### src/rtl/fetch_pkg.sv
package fetch_pkg;

    typedef enum logic [3:0] {
        C_ALU    = 4'd0,
        C_LOAD   = 4'd1,
        C_STORE  = 4'd2,
        C_BRANCH = 4'd3,
        C_JAL    = 4'd4,
        C_JALR   = 4'd5,
        C_SYS    = 4'd6,
        C_FENCE  = 4'd7,
        C_FENCEI = 4'd8,
        C_WFI    = 4'd9,
        C_ECALL  = 4'd10,
        C_EBREAK = 4'd11,
        C_MRET   = 4'd12,
        C_ILL    = 4'd15
    } icls_e;

    typedef enum logic [2:0] {
        F_NONE, F_I, F_S, F_B, F_U, F_J
    } ifmt_e;

    typedef struct packed {
        logic        inj;
        logic        ill;
        icls_e       cls;
        logic [4:0]  rd;
        logic [4:0]  rs2;
        logic [4:0]  rs1;
        logic [31:0] imm;
        logic [31:0] pc;
    } pkt_t;

    localparam int PKT_W = $bits(pkt_t);

    localparam logic [31:0] W_NOP    = 32'h0000_0013;
    localparam logic [31:0] W_ECALL  = 32'h0000_0073;
    localparam logic [31:0] W_EBREAK = 32'h0010_0073;
    localparam logic [31:0] W_WFI    = 32'h1050_0073;
    localparam logic [31:0] W_MRET   = 32'h3020_0073;

    // handler prologue: make stack room, save two registers
    function automatic logic [31:0] entry_word(input int i);
        unique case (i)
            0:       return 32'hFF01_0113;
            1:       return 32'h0011_2023;
            2:       return 32'h0051_2223;
            default: return W_NOP;
        endcase
    endfunction

    // handler epilogue: restore, release stack, return
    function automatic logic [31:0] exit_word(input int i, input int n);
        if (i == n - 1) return W_MRET;
        unique case (i)
            0:       return 32'h0041_2283;
            1:       return 32'h0001_2083;
            2:       return 32'h0101_0113;
            default: return W_NOP;
        endcase
    endfunction

endpackage

### src/rtl/fs_decode.sv
module fs_decode
    import fetch_pkg::*;
(
    input  logic [31:0] word,
    input  logic [31:0] pc,
    input  logic        inj,
    output pkt_t        pkt
);
    ifmt_e       fmt;
    icls_e       cls;
    logic        ill;
    logic [31:0] imm;

    always_comb begin
        fmt = F_NONE;
        cls = C_ILL;
        ill = 1'b0;
        unique case (word[6:0])
            7'b0110011: cls = C_ALU;
            7'b0010011: begin cls = C_ALU;    fmt = F_I; end
            7'b0110111: begin cls = C_ALU;    fmt = F_U; end
            7'b0010111: begin cls = C_ALU;    fmt = F_U; end
            7'b0000011: begin cls = C_LOAD;   fmt = F_I; end
            7'b0100011: begin cls = C_STORE;  fmt = F_S; end
            7'b1100011: begin cls = C_BRANCH; fmt = F_B; end
            7'b1101111: begin cls = C_JAL;    fmt = F_J; end
            7'b1100111: begin cls = C_JALR;   fmt = F_I; end
            7'b0001111: begin
                fmt = F_I;
                cls = (word[14:12] == 3'b001) ? C_FENCEI : C_FENCE;
            end
            7'b1110011: begin
                fmt = F_I;
                if (word == W_ECALL)            cls = C_ECALL;
                else if (word == W_EBREAK)      cls = C_EBREAK;
                else if (word == W_WFI)         cls = C_WFI;
                else if (word == W_MRET)        cls = C_MRET;
                else if (word[14:12] != 3'b000) cls = C_SYS;
                else begin
                    cls = C_ILL;
                    ill = 1'b1;
                    fmt = F_NONE;
                end
            end
            default: ill = 1'b1;
        endcase
    end

    always_comb begin
        unique case (fmt)
            F_I:     imm = {{20{word[31]}}, word[31:20]};
            F_S:     imm = {{20{word[31]}}, word[31:25], word[11:7]};
            F_B:     imm = {{19{word[31]}}, word[31], word[7], word[30:25], word[11:8], 1'b0};
            F_U:     imm = {word[31:12], 12'h000};
            F_J:     imm = {{11{word[31]}}, word[31], word[19:12], word[20], word[30:21], 1'b0};
            default: imm = 32'h0;
        endcase
    end

    always_comb begin
        pkt.inj = inj;
        pkt.ill = ill;
        pkt.cls = cls;
        pkt.rd  = word[11:7];
        pkt.rs2 = word[24:20];
        pkt.rs1 = word[19:15];
        pkt.imm = imm;
        pkt.pc  = pc;
    end

endmodule

### src/rtl/fs_rom.sv
module fs_rom
    import fetch_pkg::*;
#(
    parameter int SEQ_LEN = 4,
    parameter int IDX_W   = $clog2(SEQ_LEN)
) (
    input  logic             sel_exit,
    input  logic [IDX_W-1:0] idx,
    output logic [31:0]      word
);
    logic [31:0] ent_tab [SEQ_LEN];
    logic [31:0] ext_tab [SEQ_LEN];

    for (genvar g = 0; g < SEQ_LEN; g++) begin : g_tab
        assign ent_tab[g] = entry_word(g);
        assign ext_tab[g] = exit_word(g, SEQ_LEN);
    end

    assign word = sel_exit ? ext_tab[idx] : ent_tab[idx];

endmodule

### src/rtl/fetch_seq.sv
module fetch_seq
    import fetch_pkg::*;
#(
    parameter logic [31:0] RESET_VEC = 32'h0000_0000,
    parameter int          WFI_MAX   = 16,
    parameter int          SEQ_LEN   = 4
) (
    input  logic             clk,
    input  logic             rst_n,
    output logic             imem_req,
    output logic [31:0]      imem_addr,
    input  logic             imem_valid,
    input  logic [31:0]      imem_data,
    output logic             fifo_push,
    output logic [PKT_W-1:0] fifo_pkt,
    input  logic             fifo_full,
    input  logic             br_done,
    input  logic [31:0]      br_pc,
    input  logic             irq_req,
    output logic             flush_req,
    input  logic             flush_done,
    input  logic             reset_req
);
    localparam int CNT_W = (WFI_MAX > 1) ? $clog2(WFI_MAX) : 1;
    localparam int IDX_W = (SEQ_LEN > 1) ? $clog2(SEQ_LEN) : 1;
    localparam logic [CNT_W-1:0] CNT_LAST = CNT_W'(WFI_MAX - 1);
    localparam logic [IDX_W-1:0] IDX_LAST = IDX_W'(SEQ_LEN - 1);

    typedef enum logic [3:0] {
        S_BOOT, S_ISSUE, S_WAIT, S_PUSH, S_BRWAIT,
        S_WFI, S_FLUSH, S_INJ_RD, S_INJ_PUSH
    } st_e;

    st_e              state, state_n;
    logic [31:0]      pc;
    logic [31:0]      ireg;
    logic [31:0]      inj_word;
    logic [31:0]      rom_word;
    logic [CNT_W-1:0] wcnt;
    logic [IDX_W-1:0] inj_idx;
    logic             inj_exit;
    logic [31:0]      dec_word;
    logic             dec_inj;
    pkt_t             dec_pkt;
    logic             pushable;
    logic             push_go;

    assign dec_inj  = (state == S_INJ_PUSH);
    assign dec_word = dec_inj ? inj_word : ireg;

    fs_decode u_dec (
        .word (dec_word),
        .pc   (pc),
        .inj  (dec_inj),
        .pkt  (dec_pkt)
    );

    fs_rom #(.SEQ_LEN(SEQ_LEN), .IDX_W(IDX_W)) u_rom (
        .sel_exit (inj_exit),
        .idx      (inj_idx),
        .word     (rom_word)
    );

    // trigger instructions are consumed by the sequencer itself
    always_comb begin
        unique case (dec_pkt.cls)
            C_WFI, C_FENCEI, C_ECALL, C_EBREAK, C_MRET: pushable = 1'b0;
            default:                                    pushable = 1'b1;
        endcase
    end

    assign push_go = !pushable || !fifo_full;

    // next-state logic
    always_comb begin
        state_n = state;
        if (reset_req) begin
            state_n = S_ISSUE;
        end else begin
            unique case (state)
                S_BOOT:  state_n = S_ISSUE;
                S_ISSUE: state_n = irq_req ? S_INJ_RD : S_WAIT;
                S_WAIT:  if (imem_valid) state_n = S_PUSH;
                S_PUSH: begin
                    if (push_go) begin
                        unique case (dec_pkt.cls)
                            C_BRANCH, C_JALR:         state_n = S_BRWAIT;
                            C_WFI:                    state_n = S_WFI;
                            C_FENCEI:                 state_n = S_FLUSH;
                            C_ECALL, C_EBREAK, C_MRET: state_n = S_INJ_RD;
                            default:                  state_n = S_ISSUE;
                        endcase
                    end
                end
                S_WFI:      if (irq_req || wcnt == CNT_LAST) state_n = S_ISSUE;
                S_FLUSH:    if (flush_done) state_n = S_ISSUE;
                S_BRWAIT:   if (br_done) state_n = S_ISSUE;
                S_INJ_RD:   state_n = S_INJ_PUSH;
                S_INJ_PUSH: begin
                    if (!fifo_full)
                        state_n = (inj_idx == IDX_LAST) ? S_BRWAIT : S_INJ_RD;
                end
                default:    state_n = S_ISSUE;
            endcase
        end
    end

    // state register
    always_ff @(posedge clk or negedge rst_n) begin
        if (!rst_n) state <= S_BOOT;
        else        state <= state_n;
    end

    // datapath registers
    always_ff @(posedge clk or negedge rst_n) begin
        if (!rst_n) begin
            pc       <= RESET_VEC;
            ireg     <= W_NOP;
            inj_word <= W_NOP;
            wcnt     <= '0;
            inj_idx  <= '0;
            inj_exit <= 1'b0;
        end else if (reset_req) begin
            pc <= RESET_VEC;
        end else begin
            unique case (state)
                S_ISSUE: begin
                    if (irq_req) begin
                        inj_idx  <= '0;
                        inj_exit <= 1'b0;
                    end
                end
                S_WAIT: if (imem_valid) ireg <= imem_data;
                S_PUSH: begin
                    if (push_go) begin
                        case (dec_pkt.cls)
                            C_JAL:             pc <= pc + dec_pkt.imm;
                            C_BRANCH, C_JALR,
                            C_FENCEI:          ;
                            C_WFI: begin
                                pc   <= pc + 32'd4;
                                wcnt <= '0;
                            end
                            C_ECALL, C_EBREAK: begin
                                inj_idx  <= '0;
                                inj_exit <= 1'b0;
                            end
                            C_MRET: begin
                                inj_idx  <= '0;
                                inj_exit <= 1'b1;
                            end
                            default:           pc <= pc + 32'd4;
                        endcase
                    end
                end
                S_WFI:      wcnt <= wcnt + 1'b1;
                S_FLUSH:    if (flush_done) pc <= pc + 32'd4;
                S_BRWAIT:   if (br_done) pc <= br_pc;
                S_INJ_RD:   inj_word <= rom_word;
                S_INJ_PUSH: if (!fifo_full && inj_idx != IDX_LAST) inj_idx <= inj_idx + 1'b1;
                default:    ;
            endcase
        end
    end

    // outputs
    always_comb begin
        imem_req  = (state == S_ISSUE) && !irq_req && !reset_req;
        imem_addr = pc;
        fifo_push = !reset_req && !fifo_full &&
                    (((state == S_PUSH) && pushable) || (state == S_INJ_PUSH));
        fifo_pkt  = dec_pkt;
        flush_req = (state == S_FLUSH);
    end

endmodule

### config.mk
export PLATFORM = sky130hd
export DESIGN_NAME = fetch_seq
export DESIGN_NICKNAME = d
export VERILOG_FILES = /design/src/rtl/fetch_pkg.sv /design/src/rtl/fs_decode.sv /design/src/rtl/fs_rom.sv /design/src/rtl/fetch_seq.sv
export SDC_FILE = /design/constraint.sdc
export NUM_CORES = 1
export LEC_CHECK = 0
export BUFFER_PORTS_ARGS = -buffer_cell sky130_fd_sc_hd__buf_2
export CAP_MARGIN = 20
export CORE_ASPECT_RATIO = 0.7
export CORE_UTILIZATION = 49
export DETAILED_ROUTE_END_ITERATION = 10
export PLACE_DENSITY = 0.73
export SLEW_MARGIN = 5
export SYNTH_ARGS = -nofsm -noshare
export SYNTH_HDL_FRONTEND = slang
export SYNTH_HIERARCHICAL = 1
export SYNTH_SLANG_ARGS = --single-unit
### constraint.sdc
create_clock -name clk -period 13.9 [get_ports clk]
set_input_delay 2.085 -clock clk [delete_from_list [all_inputs] [get_ports clk]]
set_output_delay 2.085 -clock clk [all_outputs]
set_load 0.005 [all_outputs]
---- Yosys cells after proc, flatten, opt, wreduce, memory -nomap -nowiden ----
Index checks and enable logic that the tools add are counted.
word-level totals
  register bits ........................... 107
  input bits .............................. 72
operators by class
  eq/ne operators ......................... 53
  bitwise gates (word level) .............. 2
  magnitude comparators ................... 1
  multiplexer cells ....................... 58
  add/sub/neg operators ................... 4
  reductions and logical operators ........ 33
operators with widths
  operator                 number
  $mux W32                 10
  $pmux W32 S5             1
  $bmux W32 S2             2
  $pmux W32 S3             1
  $pmux W32 S2             1
  $pmux W4 S8              2
  $mux W4                  15
  $add A32 B3 Y32 const B  1
  $add A32 B32 Y32         1
  $eq A32 B21 Y1 const B   1
  $eq A32 B29 Y1 const B   1
  $eq A32 B30 Y1 const B   1
  $eq A32 B7 Y1 const B    1
  $eq A4 B4 Y1 const B     7
  $eq A7 B7 Y1 const B     4
  $eq A4 B3 Y1 const B     6
  $eq A7 B6 Y1 const B     3
  $ne A3 B3 Y1 const B     6
  $pmux W3 S6              1
  $mux W3                  5
  $eq A7 B5 Y1 const B     2
  $eq A4 B2 Y1 const B     3
  $pmux W3 S4              1
  $reduce_and A6 Y1        2
  other kinds (36)         73

---- Depth between registers and ports, before layout ----
  word-level depth ........................ 16
  depth in mapped cells ................... 24
  depth with buffers taken out ............ 19

---- By module ----
The synthesis kept the hierarchy.
by module, submodules not included
  module     sequential area each (um^2)  cells an instance  area an instance (um^2)  times used
  fetch_seq  2685.1                       848                7714.9                   1
  fs_decode  0.0                          183                1238.7                   1
  fs_rom     0.0                          44                 305.3                    1

---- Least setup slack after synthesis ----
OpenSTA, ideal clock, no wires.
  kind .................................... reg-to-reg
  start ................................... reg state[0]
  end ..................................... reg pc[30], in the netlist imem_addr[30]
  data required time ...................... 13.778 ns
  stages on the path, launching flop included .. 23
  setup time .............................. 0.122 ns
  buffers on the path ..................... 3
  arrival ................................. 6.216 ns
  slack ................................... 7.563 ns
  path through ............................ dfrtp_1 clkbuf_1 nor2_1 nand2_1 nor2_1 clkbuf_1 clkbuf_1 mux2_2 or3_4 or4_4 nor4_4 or2_4 mux2_1 ha_1 fa_1 a21o_1 a221oi_2 nor3_2 o41ai_4 a211oi_2 a31o_1 or4b_1 a32o_1
on the way
  cells in the longest elaborated chain, start to end .. 16
  elaborated cells between the ends (all ways) .. 66
  those cells by class .................... add/sub: 1; eq/ne: 37; mux: 19; reduce/logical: 9
RTL lines
  item                                                    RTL line          source
  start, declared                                         fetch_seq.sv:34   st_e state, state_n;
  start signal, assigned                                  fetch_seq.sv:111  else state <= state_n;
  $eq A4 B4 Y1 (*)                                        fetch_seq.sv:48   assign dec_inj = (state == S_INJ_PUSH);
  $mux W32 (*)                                            fetch_seq.sv:49   assign dec_word = dec_inj ? inj_word : ireg;
  net dec_word[14]                                        fetch_seq.sv:42   logic [31:0] dec_word;
  branches (longest 5 deep; another with $eq A32 B30 Y1)  --
  $mux W3 (*)                                             fs_decode.sv:34   if (word == W_ECALL) cls = C_ECALL;
  $pmux W3 S6 (*)                                         fs_decode.sv:18   unique case (word[6:0])
  $eq A3 B3 Y1, or another cell as far along              fs_decode.sv:50   unique case (fmt)
  $pmux W32 S5 (*)                                        fs_decode.sv:50
  net fifo_pkt[32]                                        fetch_seq.sv:15   output logic [PKT_W-1:0] fifo_pkt,
  $add A32 B32 Y32 (*)                                    fetch_seq.sv:137  C_JAL: pc <= pc + dec_pkt.imm;
  $pmux W32 S2 (*)                                        fetch_seq.sv:136  case (dec_pkt.cls)
  $mux W32 (*)                                            fetch_seq.sv:135  if (push_go) begin
  $pmux W32 S3 (*)                                        fetch_seq.sv:126  unique case (state)
  $mux W32 (*)                                            fetch_seq.sv:123  end else if (reset_req) begin
  end signal, assigned                                    fetch_seq.sv:137
  end signal, assigned                                    fetch_seq.sv:141  pc <= pc + 32'd4;
  end signal, assigned                                    fetch_seq.sv:152  default: pc <= pc + 32'd4;
  end, declared                                           fetch_seq.sv:35   logic [31:0] pc;
Mark *: on every way through the listed nets, which the timed path passes. The select of a mux whose other input is x is not followed.
A chain may end at the register's enable or synchronous reset.

---- Worst setup path after layout ----
  start ................................... reg state[0]
  end ..................................... out fifo_push
on the way
  cells in the longest elaborated chain, start to end .. 15
  elaborated cells between the ends (all ways) .. 38
  those cells by class .................... eq/ne: 23; mux: 9; reduce/logical: 6
RTL lines
  item                                               RTL line          source
  branches (longest 13 deep; another with $mux W32)  --
  $logic_or A1 B1 Y1 (*)                             fetch_seq.sv:171  (((state == S_PUSH) && pushable) || (state == S_INJ_PUSH));
  $logic_and A1 B1 Y1 (*)                            fetch_seq.sv:170  fifo_push = !reset_req && !fifo_full &&
  end, declared                                      fetch_seq.sv:14   output logic fifo_push,
Every way passes the cells marked *.

==> results.yml <==
run_status:
  status: "complete, but fails checks"
  violations: "DRC"
drt:
  via_per_inst: 6.20
  post_drt_wl_per_cell_um: 20.9
  drtIter0Drc: 1152
  drc: 13
  dr_total_vias: 8803
  ant_nets: 0
  routed_wl_um: 29700
  dr.pass1.iters: 8
setup_path:
  r2r_end: "imem_addr[30]"
  crit_chain: "nor2_1 > nand2_1 > nor2_4 > buf_4 > mux2_2 > nor4_1 > nand4_1 > or4_1 > a2111oi_0 > o311ai_0 > buf_4 > o21ai_0 > a21oi_1 > nor2_1 > nor3_1 > buf_2"
  startpoint: "state[0]"
  required_ns: 11.81
  critPathLaunchType: "flip-flop"
  crit_fanout: 34
  cp-end-kind: "primary output"
  arrival_ns: 5.07
  reg2reg_slack_ns: 7.21
  critPathCapture: "fifo_push"
  cp_slowest_cell: "or4_1"
  r2r_cells: 20
  reg2reg_from: "state[0]"
  slowest_delay_ns: 0.55
  crit_type: "flip-flop to primary output"
sta:
  period_needed_ns: 7.16
  slew_headroom_pct: 41.5
  setup_viol: 0
  max_slew.worst_pin.slew_ns: 0.878
  drv_slew: 0
  fin_crit_sh_pct: 51.5
  hold_viol: 0
  setup_tns_ns: 0
  rsz0062_at_grt: "no"
  max_freq_mhz: 140
  fin_hold_ws_ns: 0.506
  skew_ns: 0.00936
place:
  place_inst: 1402
  portBuffers: 191
  dpl-instance-area_um2: 9940
  gp_congestion: 0.941
  dp_hpwl_um: 22900
global_route:
  overflow: 0
  grt_use_total_pct: 31.0
  grt_pass1_vias: 7847
  grt_pass1_wl_um: 45700
  grt.met1_usage_pct: 46.7
  grt_util_met2_pct: 44.0
  grt_start_max_net_pins: 71
  gr-max-usage-layer: "met1"
  use_met3_pct: 7.90
  antenna_found_initial: 0
floorplan:
  io_pins: 192
  dieArea_um2: 19500
  num_rows: 41
  die_h_um: 117
  core_um2: 18300
  die_w_um: 166
  start_util_pct: 50.7
cts:
  root_buffer: "clkbuf_16"
  cts_sinks: 107
  cts_tree: "yes"
  insertion_delay_ns: 0.37
  h-tree-depth: 3
  ctsResizeCount: 0
  cts_hold_buf: 0
  cts_buffers: 9
  cts_setup_buffers: 0
  path_clk_slew_ns: 0.08
  cts_buffer_depth: 2
yosys:
  synth.avg_cell_area_um2: 8.61
  ys_warn_count: 6
  synth_area_um2: 9260
  synthArstFlopShare_pct: 100
  synth_edf_count: 0
  ys_dominant_reg_cell: "dfrtp_1"
  synth_seq_area_share_pct: 29.0
  synth_seq_cells: 107
  syn_inst: 1075
  yosysUniqueCellTypes: 93
cells_and_area:
  drive_gt1_share_pct: 30.1
  area_growth_pct: 10.6
  fin_util_pct: 56.1
  final_area_um2: 10200
  antenna_cells: 0
  final_nets: 1289
  final_cells: 1419
power_and_ir_drop:
  irDropWorstVdd_mv: 0.0805
  power_density_nw_per_um2: 136
  leakagePower_uw: 0.00510
worst_hold_path:
  holdCritPathClass: "flip-flop to flip-flop"
run:
  maxCapViolCount: 0
state kept, by name, summed over array words and instances, names as in the netlist:
name / cells
inj_word: 32
ireg: 32
imem_addr: 32
wcnt: 4
inj_exit: 1
inj_idx: 2
state: 4
cell usage after synthesis (8+ instances only):
cell | number | area, um2
dfrtp_1 | 101 | 2530
nand2_1 | 101 | 379
mux2_2 | 97 | 1090
buf_4 | 71 | 533
nor2_1 | 71 | 267
a21oi_1 | 70 | 350
o21ai_0 | 60 | 300
clkbuf_1 | 44 | 165
ha_1 | 38 | 475
nand3_1 | 36 | 180
a21o_1 | 33 | 248
xor2_1 | 25 | 219
xnor2_1 | 23 | 201
nor3_1 | 21 | 105
and3_1 | 19 | 119
inv_1 | 16 | 60.1
nor2b_1 | 15 | 93.8
nand4_1 | 13 | 81.3
o211ai_1 | 13 | 97.6
a31oi_1 | 12 | 75.1
nand2b_1 | 10 | 62.6
o21a_1 | 9 | 67.6
or3_1 | 9 | 56.3
a22o_1 | 8 | 70.1
through the flow:
| stage | power [uW] | worst slack, ns |
|---|---|---|
| after floorplan | 941 | 7.56 |
| after global placement | 1110 | 7.48 |
| after detailed placement | 1120 | 7.29 |
| after CTS | 1380 | 6.92 |
| after global routing | 1480 | 6.35 |
| final | 1390 | 6.74 |
cells by family after synthesis:
family | after synthesis | share of synthesized area, %
muxes | 102 | 12.4
AOI/OAI and AO/OA | 295 | 21.5
adders and majority gates | 39 | 5.35
DFF | 107 | 29.0
and+or+nand+nor | 339 | 18.3
xor gates and xnor gates | 48 | 4.54
buffers and inverters | 143 | 8.81
other | 2 | 0.0811
power breakdown:
part / switching (uW) / leakage, uW / internal, uW
combinational: 345 / 0.00357 / 266
sequential: 103 / 0.00139 / 416
clock: 134 / 0.000137 / 126
per-layer routing:
| layer | wire, um | vias up |
|---|---|---|
| met2 | 12100 | 512 |
| met5 | 0 | - |
| met1 | 13800 | 4190 |
| li1 | - | 4068 |
| met3 | 3360 | 33 |
| met4 | 451 | 0 |
critical path, delay by kind of cell, from the launching register on:
| kind | cells | cell delay, ns |
|---|---|---|
| buffers and inverters | 3 | 0.76 |
| flip-flops | 1 | 0.47 |
| multiplexers | 1 | 0.43 |
| AND/OR/NAND/NOR | 8 | 1.96 |
| AO/OA/AOI/OAI | 4 | 1.03 |
placed cells by master, fill, tap and decap left out, types with 19 or more instances in the layout:
cell,n
o21ai_0,60
xnor2_1,23
buf_2,190
a21oi_1,69
nand3_1,36
nor3_1,20
mux2_2,97
nand2_1,101
and3_1,19
a21o_1,33
ha_1,38
nor2_1,70
xor2_1,25
dfrtp_1,101
worst min path at each step:
stage	startpoint	endpoint	cells after the start
global placement	inj_word[10]	inj_word[10]	1
global route	inj_word[2]	inj_word[2]	1
CTS	inj_word[10]	inj_word[10]	1
detailed placement	inj_word[30]	inj_word[30]	1
finish	inj_word[14]	inj_word[14]	1
floorplan	inj_word[10]	inj_word[10]	1
layout make-up:
type,count,area (um2)
Inverter,18,67.6
Clock inverter,7,68.8
Sequential cell,107,2690
Clock buffer,9,225
Multi-Input combinational cell,836,5830
Timing Repair Buffer,206,1070
Tap cell,236,295
Fill cell,1726,8020
No activity file was read; power rests on OpenSTA's default activity.
